## config.mk

```make
export PLATFORM = sky130hd
export DESIGN_NAME = alu16_core
export DESIGN_NICKNAME = d
export VERILOG_FILES = /design/src/rtl/alu16_pkg.sv /design/src/rtl/alu16_opnd_mux.sv /design/src/rtl/alu16_arith.sv /design/src/rtl/alu16_bitops.sv /design/src/rtl/alu16_flags.sv /design/src/rtl/alu16_core.sv
export SDC_FILE = /design/constraint.sdc
export NUM_CORES = 1
export LEC_CHECK = 0
export ABC_AREA = 1
export BUFFER_PORTS_ARGS = -buffer_cell sky130_fd_sc_hd__clkbuf_2
export CAP_MARGIN = 20
export CELL_PAD_IN_SITES_DETAIL_PLACEMENT = 1
export CELL_PAD_IN_SITES_GLOBAL_PLACEMENT = 1
export CORE_ASPECT_RATIO = 1.25
export CORE_MARGIN = 1
export CORE_UTILIZATION = 42
export DETAILED_ROUTE_END_ITERATION = 12
export GPL_TIMING_DRIVEN = 0
export PLACE_DENSITY_LB_ADDON = 0.05
export SETUP_SLACK_MARGIN = 0.1
export SLEW_MARGIN = 20
export SYNTH_ARGS = -nofsm -noshare
export SYNTH_HDL_FRONTEND = slang
export SYNTH_SLANG_ARGS = --single-unit
```

## constraint.sdc

```tcl
create_clock -name vclk -period 26.2
set_input_delay 1.31 -clock vclk [all_inputs]
set_output_delay 1.31 -clock vclk [all_outputs]
set_load 0.03 [all_outputs]
```

## src/rtl/alu16_pkg.sv

```systemverilog
package alu16_pkg;
    typedef enum logic [3:0] {
        OP_ADD = 4'd0,  OP_SUB = 4'd1,  OP_MUL = 4'd2,  OP_DIV = 4'd3,
        OP_REM = 4'd4,  OP_AND = 4'd5,  OP_OR  = 4'd6,  OP_XOR = 4'd7,
        OP_NAND = 4'd8, OP_NOR = 4'd9,  OP_NOT = 4'd10, OP_SHL = 4'd11,
        OP_SHR = 4'd12, OP_SAR = 4'd13, OP_ROL = 4'd14, OP_ROR = 4'd15
    } alu_op_e;

    typedef enum logic [1:0] {
        SRC_REG = 2'd0, SRC_IMM = 2'd1, SRC_ZERO = 2'd2, SRC_ONE = 2'd3
    } opnd_src_e;

    // Codes at or below this value are served by the arithmetic unit
    localparam logic [3:0] LAST_ARITH_OP = 4'd4;

    function automatic logic is_addsub(alu_op_e op);
        return (op == OP_ADD) || (op == OP_SUB);
    endfunction
endpackage

```

## src/rtl/alu16_opnd_mux.sv

```systemverilog
module alu16_opnd_mux
    import alu16_pkg::*;
#(
    parameter int W = 16
) (
    input  logic [W-1:0] regb,
    input  logic [W-1:0] imm,
    input  opnd_src_e    sel,
    output logic [W-1:0] opb
);
    always_comb begin
        unique case (sel)
            SRC_REG:  opb = regb;
            SRC_IMM:  opb = imm;
            SRC_ZERO: opb = '0;
            default:  opb = W'(1);
        endcase
    end
endmodule

```

## src/rtl/alu16_arith.sv

```systemverilog
module alu16_arith
    import alu16_pkg::*;
#(
    parameter int W = 16
) (
    input  logic [W-1:0] a,
    input  logic [W-1:0] b,
    input  alu_op_e      op,
    output logic [W-1:0] res,
    output logic         cy_raw
);
    logic [W:0]   sum_ext;
    logic         b_is_zero;

    assign sum_ext   = {1'b0, a} + {1'b0, b};
    assign b_is_zero = (b == '0);

    always_comb begin
        res    = '0;
        cy_raw = 1'b0;
        unique case (op)
            OP_ADD: begin
                res    = sum_ext[W-1:0];
                cy_raw = sum_ext[W];
            end
            OP_SUB: begin
                res    = a - b;
                cy_raw = (a >= b);
            end
            OP_MUL: res = a * b;
            OP_DIV: res = b_is_zero ? '1 : (a / b);
            OP_REM: res = b_is_zero ? a  : (a % b);
            default: begin
                res    = '0;
                cy_raw = 1'b0;
            end
        endcase
    end

    // subtract carry must agree with the wrapped difference
    always_comb begin
        if (op == OP_SUB)
            assert_sub_noborrow_R2: assert (cy_raw == ((res + b) == a && a >= res))
                else $error("R2 subtract carry mismatch");
    end
endmodule

```

## src/rtl/alu16_bitops.sv

```systemverilog
module alu16_bitops
    import alu16_pkg::*;
#(
    parameter int W    = 16,
    parameter int SH_W = $clog2(W)
) (
    input  logic [W-1:0]    a,
    input  logic [W-1:0]    b,
    input  logic [SH_W-1:0] shamt,
    input  alu_op_e         op,
    output logic [W-1:0]    res
);
    logic [W-1:0] rol_v, ror_v;

    assign rol_v = (a << shamt) | (a >> (W - int'(shamt)));
    assign ror_v = (a >> shamt) | (a << (W - int'(shamt)));

    always_comb begin
        unique case (op)
            OP_AND:  res = a & b;
            OP_OR:   res = a | b;
            OP_XOR:  res = a ^ b;
            OP_NAND: res = ~(a & b);
            OP_NOR:  res = ~(a | b);
            OP_NOT:  res = ~a;
            OP_SHL:  res = a << shamt;
            OP_SHR:  res = a >> shamt;
            OP_SAR:  res = W'($signed(a) >>> shamt);
            OP_ROL:  res = rol_v;
            OP_ROR:  res = ror_v;
            default: res = '0;
        endcase
    end

    // a rotate keeps the population count of operand A
    always_comb begin
        if (op == OP_ROL || op == OP_ROR)
            assert_rot_popcount_R8: assert ($countones(res) == $countones(a))
                else $error("R8 rotate lost bits");
    end
endmodule

```

## src/rtl/alu16_flags.sv

```systemverilog
module alu16_flags
    import alu16_pkg::*;
#(
    parameter int W = 16
) (
    input  logic [W-1:0] res,
    input  alu_op_e      op,
    input  logic         cy_raw,
    output logic         zero,
    output logic         neg,
    output logic         carry
);
    assign zero  = ~(|res);
    assign neg   = res[W-1];
    assign carry = is_addsub(op) & cy_raw;
endmodule

```

## src/rtl/alu16_core.sv

```systemverilog
module alu16_core
    import alu16_pkg::*;
#(
    parameter int W = 16
) (
    input  logic [15:0] opa_i,
    input  logic [15:0] regb_i,
    input  logic [15:0] imm_i,
    input  logic [1:0]  opnd_sel_i,
    input  logic [3:0]  op_i,
    output logic [15:0] result_o,
    output logic        zero_o,
    output logic        neg_o,
    output logic        carry_o
);
    localparam int SH_W = $clog2(W);

    alu_op_e      op;
    logic [W-1:0] opb, arith_res, bit_res, res;
    logic         cy_raw;

    assign op = alu_op_e'(op_i);

    alu16_opnd_mux #(.W(W)) u_mux (
        .regb(regb_i), .imm(imm_i), .sel(opnd_src_e'(opnd_sel_i)), .opb(opb)
    );

    alu16_arith #(.W(W)) u_arith (
        .a(opa_i), .b(opb), .op(op), .res(arith_res), .cy_raw(cy_raw)
    );

    alu16_bitops #(.W(W), .SH_W(SH_W)) u_bits (
        .a(opa_i), .b(opb), .shamt(opb[SH_W-1:0]), .op(op), .res(bit_res)
    );

    assign res      = (op_i <= LAST_ARITH_OP) ? arith_res : bit_res;
    assign result_o = res;

    alu16_flags #(.W(W)) u_flags (
        .res(res), .op(op), .cy_raw(cy_raw),
        .zero(zero_o), .neg(neg_o), .carry(carry_o)
    );

    // Cross-unit checks on the port-level behaviour
    always_comb begin
        if (opnd_sel_i == 2'd2)
            assert_const_zero_R1: assert (opb == '0) else $error("R1 constant 0 source");
        if (op == OP_DIV && opb == '0)
            assert_div_zero_R4: assert (result_o == 16'hFFFF) else $error("R4 divide by zero");
        if (op == OP_REM && opb == '0)
            assert_rem_zero_R5: assert (result_o == opa_i) else $error("R5 remainder by zero");
        if (!is_addsub(op))
            assert_carry_quiet_R9: assert (!carry_o) else $error("R9 carry outside add/sub");
        assert_zero_flag_R11: assert (zero_o == (result_o == 16'h0)) else $error("R11 zero flag");
        assert_neg_flag_R10: assert (neg_o == result_o[15]) else $error("R10 negative flag");
    end
endmodule

```

==> results of run 1 <==
-- cells by family after synthesis --
kind of cell    Yosys count  share of synthesized area
xor+xnor                108                     0.0572
buf+inv                 532                      0.124
fa+ha+maj               321                      0.275
compound gates          559                      0.199
mux                       1                   0.000593
simple gates           1333                      0.344
-- layer usage --
metal	GRT usage	overflow
met2	1.02	400
met1	0.877	59
met3	0.821	72
met4	0.966	231
met5	0.656	12
-- Yosys cell counts, types with 22 or more instances --
cell / instances
a21oi_1: 171
a221oi_1: 22
clkbuf_1: 62
fa_1: 83
ha_1: 238
inv_1: 411
nand2_1: 746
nand2_2: 24
nand3_1: 173
nand4_1: 27
nor2_1: 228
nor3_1: 32
o21ai_0: 171
o21bai_1: 26
o22ai_1: 27
or2_2: 38
xnor2_1: 36
xor2_1: 71
-- metrics by stage --
step           utilization  setup TNS (ps)  area (um^2)  hold WS [ps]  cells
3_3_place_gp         0.454          -84760        17900          3390   3424
3_5_place_dp         0.457         -102960        18000          3410   3429
2_1_floorplan            -               0        16900          2960   2854
4_1_cts              0.550               0        21600          3470   3633
-- timing repair --
| action | in CTS |
|---|---|
| pin swaps | 201 |
| setup buffers | 200 |
| endpoints found under the hold margin | 0 |
| cloned | 5 |
| gates resized for setup | 439 |
| endpoints found under the setup margin | 18 |
==> qor.txt, run 1 <==
largest area contributor in the netlist: ha_1
cells after synthesis: 2,854
sequential area share after synthesis: 0
post-synth cell types: 65
Mapped Nets: 3,229
total congestion overflow: 774
yosys warns: 0
Die Height: 226 um
synthesized area: 16,900 um^2
initial antenna violation count: 23
Die W: 181 um
ranking of synthesized cells by area: ha_1, nand2_1, fa_1
largest net degree at the start of global routing: 20
Run Error: [ERROR GRT-0232] Routing congestion too high. Check the congestion heatmap in the GUI.
GR repair worst EP: zero_o
Place WS: -6420 ps
cell row count: 81
Synth top area share: 0.177
input/output buffers: 72
WEP type: primary output
Syn Area/Cell: 5.91 um^2
I/O pin total: 73
Starting Density: 0.429
GRT Util Overall: 0.911
Stopped at: 5_1_grt
status: stopped before the end
Post-CTS Hold Fix Bufs: 0
GP Congestion: 1.06
HPWL after DPL: 68,700 um
==> run 2: changes to the inputs <==
--- a/config.mk
+++ b/config.mk
@@ -8,15 +8,11 @@
 export ABC_AREA = 1
 export BUFFER_PORTS_ARGS = -buffer_cell sky130_fd_sc_hd__clkbuf_2
 export CAP_MARGIN = 20
-export CELL_PAD_IN_SITES_DETAIL_PLACEMENT = 1
-export CELL_PAD_IN_SITES_GLOBAL_PLACEMENT = 1
-export CORE_ASPECT_RATIO = 1.25
 export CORE_MARGIN = 1
-export CORE_UTILIZATION = 42
+export CORE_UTILIZATION = 40
 export DETAILED_ROUTE_END_ITERATION = 12
 export GPL_TIMING_DRIVEN = 0
-export PLACE_DENSITY_LB_ADDON = 0.05
-export SETUP_SLACK_MARGIN = 0.1
+export PLACE_DENSITY_LB_ADDON = 0.15
 export SLEW_MARGIN = 20
 export SYNTH_ARGS = -nofsm -noshare
 export SYNTH_HDL_FRONTEND = slang
==> constraint.sdc (replaced) <==
create_clock -name vclk -period 34.1
set_input_delay 1.705 -clock vclk [all_inputs]
set_output_delay 1.705 -clock vclk [all_outputs]
set_load 0.03 [all_outputs]
==> run 2 against run 1 <==
  * The run now ends clean
  * Synthesized area is the same
  * Synthesized cell count unchanged
==> qor.txt, run 2 <==
status: complete, no violations
hold path cells: 5
Tmin final: 31,480 ps
Fin. Hold Viols: 0
Die ar.: 43,000 um^2
Starting Density: 0.409 (-0.0196)
cells after synthesis: 2,854 (unchanged)
total congestion overflow: 0
Place WS: 728 ps (+7150 ps)
cell repeated most along the worst path: nand2_1
delay-heaviest family, CP: simple AND/OR/NAND/NOR gates
Worst Setup End Kind: output pin
HPWL after DPL: 62,600 um (-8.9%)
# clk buffers: 0
First DRT Iteration DRCs: 1,967
fin util: 0.438
commonest non-fill, non-tap cell in the layout: nand2_1
commonest non-fill, non-tap cells in the layout: nand2_1, inv_1, ha_1, nor2_1, nand3_1
largest area contributor in the netlist: ha_1
setup slack after layout: 2620 ps
Mapped Nets: 3,229 (unchanged)
vias in the first global route: 19,000
I/O pin total: 73 (unchanged)
Area Overhead vs Synth: 7.05%
first-pass GRT wire length: 117,000 um
core box area: 41,200 um^2
fraction of layout cells with a size suffix above 1: 0.0809
ranking of synthesized cells by area: ha_1, nand2_1, fa_1
DRC: 0
WL/cell: 22.6 um
Synth top area share: 0.177 (unchanged)
Hold Crit Class: primary input to output pin
Die W: 207 um (+14%)
crit start category: primary input
Die Height: 207 um (-8.3%)
Via Count: 20,000
sequential area share after synthesis: 0 (unchanged)
Final Max Slew Viols: 0
placed cell area: 17,900 um^2 (about the same)
Syn Area/Cell: 5.91 um^2 (unchanged)
ANT nets after route: 0
Slowest-stage cell, CP: clkbuf_1
Layout Nets: 3,306
input/output buffers: 72 (unchanged)
leading cell types by count after synthesis: nand2_1, inv_1, ha_1, nor2_1, nand3_1
Vias/cell: 5.78
drt pass-1 iters: 8
GRT Util Overall: 0.356
period utilization: 0.923
max_cap viols: 0
worst rel slew slack: 0.143
fmax: 31.8 MHz
worst slew pin tran: 1290 ps
Critical Path RT: 32,390 ps
GP Congestion: 1.06 (-0.41%)
final instance area: 18,100 um^2
Critical Path End: zero_o
Critical Path Fanout Max: 15
largest net degree at the start of global routing: 30
CP Buf/Inv Count: 31
Stages on worst setup path: 191
synthesized area: 16,900 um^2 (unchanged)
Setup crit start: opnd_sel_i[1]
CP Class: primary input to output pin
yosys warns: 0 (unchanged)
final WL: 78,100 um
WP data arrival: 29,770 ps
Seq Cell Count: 0
initial antenna violation count: 2
cell row count: 74 (-8.6%)
most frequent cell after synthesis: nand2_1
post-synth cell types: 65 (unchanged)
register area: 0 um^2
Critical Path Max Stage Delay: 460 ps
Final setup viols: 0
Setup TNS Final: 0 ps
run 2: worst min-delay path by stage:
stage | startpoint | to
floorplan | opa_i[0] | result_o[0]
finish | op_i[3] | result_o[0]
global route | op_i[2] | result_o[0]
CTS | op_i[2] | result_o[0]
global placement | op_i[3] | result_o[0]
detailed placement | op_i[3] | result_o[0]
run 2: metrics by stage:
stage | instances | hold slack, ps
4_1_cts | 3460 | 4160
2_1_floorplan | 2854 | 3750
3_3_place_gp | 3458 | 4140
3_5_place_dp | 3460 | 4160
6_report | 3462 | 4150
5_1_grt | 3461 | 4150
run 2: layout make-up:
cell class                 instances  area, um^2
antenna                            1        2.50
buffer                            95         483
fill                            4543       23100
inverter                         436        1650
multi-input combinational       2322       14800
tap                              532         666
timing repair buffer              76         440
run 2: timing repair:
action,in CTS,in global routing
setup endpoints to repair,0,18
hold buffers,0,0
endpoints found under the hold margin,0,0
buffers inserted,0,1
resized for setup,0,28
run 2: kinds of logic after synthesis:
group           synth area share
buf+inv                    0.124
compound gates             0.199
xor+xnor                  0.0572
mux                     0.000593
simple gates               0.344
fa+ha+maj                  0.275
run 2: per-layer routing:
metal / global-route usage / share of wire / up-vias
met1: 0.460 / 0.42 / 9362
li1: - / - / 9543
met3: 0.0499 / 0.087 / 193
met2: 0.591 / 0.44 / 927
met5: 0 / 0 / -
met4: 0.152 / 0.053 / 0
Power of run 2 is left out: the tool's default activity adds up to more than one toggle a clock period on the data nets, which glitch-free logic cannot reach.
==> run 3: changes to the inputs <==
--- a/config.mk
+++ b/config.mk
@@ -9,7 +9,7 @@
 export BUFFER_PORTS_ARGS = -buffer_cell sky130_fd_sc_hd__clkbuf_2
 export CAP_MARGIN = 20
 export CORE_MARGIN = 1
-export CORE_UTILIZATION = 40
+export CORE_UTILIZATION = 30
 export DETAILED_ROUTE_END_ITERATION = 12
 export GPL_TIMING_DRIVEN = 0
 export PLACE_DENSITY_LB_ADDON = 0.15
==> run 3 against run 2 <==
  * Sequential cell count did not move
  * Count of clock-buffer cells in the layout did not move
  * Sequential share of layout area did not move
  * Core utilization fell by 11 points
  * Maximum frequency rose by 0.23%
  * Final cell count rose by 6.3%
  * Global-route usage fell by 7.0 points
  * Die area rose by 33%
  * First-iteration DRC count fell by 12%
  * Worst hold slack got worse by 87 ps
  * Cell area rose by 1.7%
  * Worst setup slack improved by 73 ps
==> qor.txt, run 3 (synthesized netlist as in run 2, its figures left out) <==
status: complete, no violations
I/O pin total: 73 (unchanged)
period utilization: 0.921 (-0.00214)
Fill cells: 6,354 (+40%)
RSZ-0062 raised after global routing: no
WP data arrival: 29,700 ps (-70 ps)
CP Class: primary input to output pin
first-pass GRT wire length: 123,000 um (+4.4%)
Starting Density: 0.305 (-0.104)
Tmin final: 31,410 ps (-73.1 ps)
register area: 0 um^2 (unchanged)
largest net degree at the start of global routing: 30 (unchanged)
First DRT Iteration DRCs: 1,737 (-12%)
fmax: 31.8 MHz (+0.23%)
Via Count: 20,000 (-0.29%)
WL/cell: 22.6 um (about the same)
placed cell area: 18,200 um^2 (+1.6%)
commonest non-fill, non-tap cells in the layout: nand2_1, inv_1, ha_1, nor2_1, nand3_1
Fin. Hold Viols: 0 (unchanged)
worst slew pin tran: 1270 ps (-12.2 ps)
max_cap viols: 0 (unchanged)
fin util: 0.332 (-0.106)
crit start category: primary input
Die ar.: 57,200 um^2 (+33%)
Hold Crit Class: primary input to output pin
Setup TNS Final: 0 ps (unchanged)
total congestion overflow: 0 (unchanged)
cell row count: 86 (+16%)
Critical Path Fanout Max: 18 (+3)
DRC: 0 (unchanged)
fraction of layout cells with a size suffix above 1: 0.0829 (+0.00196)
final WL: 83,100 um (+6.3%)
cell repeated most along the worst path: nand2_1
ANT nets after route: 0 (unchanged)
final instance area: 18,400 um^2 (+1.7%)
GP Congestion: 1.02 (-3.8%)
commonest non-fill, non-tap cell in the layout: nand2_1
Hold Startpoint: op_i[3]
drt pass-1 iters: 7 (-1)
Vias/cell: 5.42 (-6.2%)
vias in the first global route: 19,400 (+1.7%)
core box area: 55,300 um^2 (+34%)
hold path cells: 5 (unchanged)
Worst Setup End Kind: output pin
Setup crit start: opnd_sel_i[0]
Die W: 239 um (+15%)
input/output buffers: 72 (unchanged)
Final Max Slew Viols: 0 (unchanged)
WHS Endpoint: result_o[0]
Slowest-stage cell, CP: a21boi_0
Layout Nets: 3,309 (+0.091%)
Seq Cell Count: 0 (unchanged)
Die Height: 239 um (+15%)
# clk buffers: 0 (unchanged)
GRT Util Overall: 0.287 (-0.0696)
Area Overhead vs Synth: 8.83%
Critical Path Max Stage Delay: 410 ps (-50 ps)
Critical Path RT: 32,390 ps (about the same)
Final setup viols: 0 (unchanged)
HPWL after DPL: 66,500 um (+6.2%)
initial antenna violation count: 3 (+1)
worst rel slew slack: 0.151 (+0.00812)
## run 3: cell count changes in the layout (fill, tap and decap cells not counted), moves of 2 or more
cell / delta
a2111oi_0: -3
a2111oi_1: +3
buf_4: +2
inv_1: -2
o21ai_0: +2
o21ai_1: -2
## run 3: metal layers
metal / share of wire / GRT usage
met1: 0.43 / 0.376
met2: 0.46 / 0.487
met3: 0.064 / 0.0222
met4: 0.044 / 0.107
met5: 0.00013 / 0
## run 3: worst max path at each step
stage / endpoint / cells past startpoint
2_1_floorplan: zero_o / 197
3_3_place_gp: zero_o / 184
3_5_place_dp: zero_o / 193
4_1_cts: zero_o / 195
5_1_grt: zero_o / 204
6_report: zero_o / 197
## run 3: worst max-delay path, delay by kind of cell
kind                       cells  cell delay, ps
AOI/OAI and AO/OA             35            5630
and+or+nand+nor              114           12900
xor gates and xnor gates       1             150
buffers and inverters         31            4330
adders and majority gates     16            4900
## run 3: per-stage QoR
step	instances	hold WS [ps]	worst slack (ps)
2_1_floorplan	2854	3750	7120
5_1_grt	3680	4110	1.14
3_5_place_dp	3677	4070	1200
6_report	3681	4060	2690
4_1_cts	3677	4070	1050
3_3_place_gp	3674	4040	909
## run 3: what timing repair did
item | 4_1_cts | 5_1_grt
resized for setup | 0 | 32
hold buffers | 0 | 0
setup endpoints to repair | 0 | 18
setup buffers | 0 | 3
## run 3: cell type report
type | count | area, um^2 | share of cell area
antenna | 1 | 2.50 | 0.000136
buffer | 95 | 484 | 0.0264
inverter | 436 | 1650 | 0.0898
multi-input combinational | 2322 | 14800 | 0.807
tap | 748 | 936 | 0.0510
timing repair buffer | 79 | 465 | 0.0254
Power of run 3 is left out for the same reason.
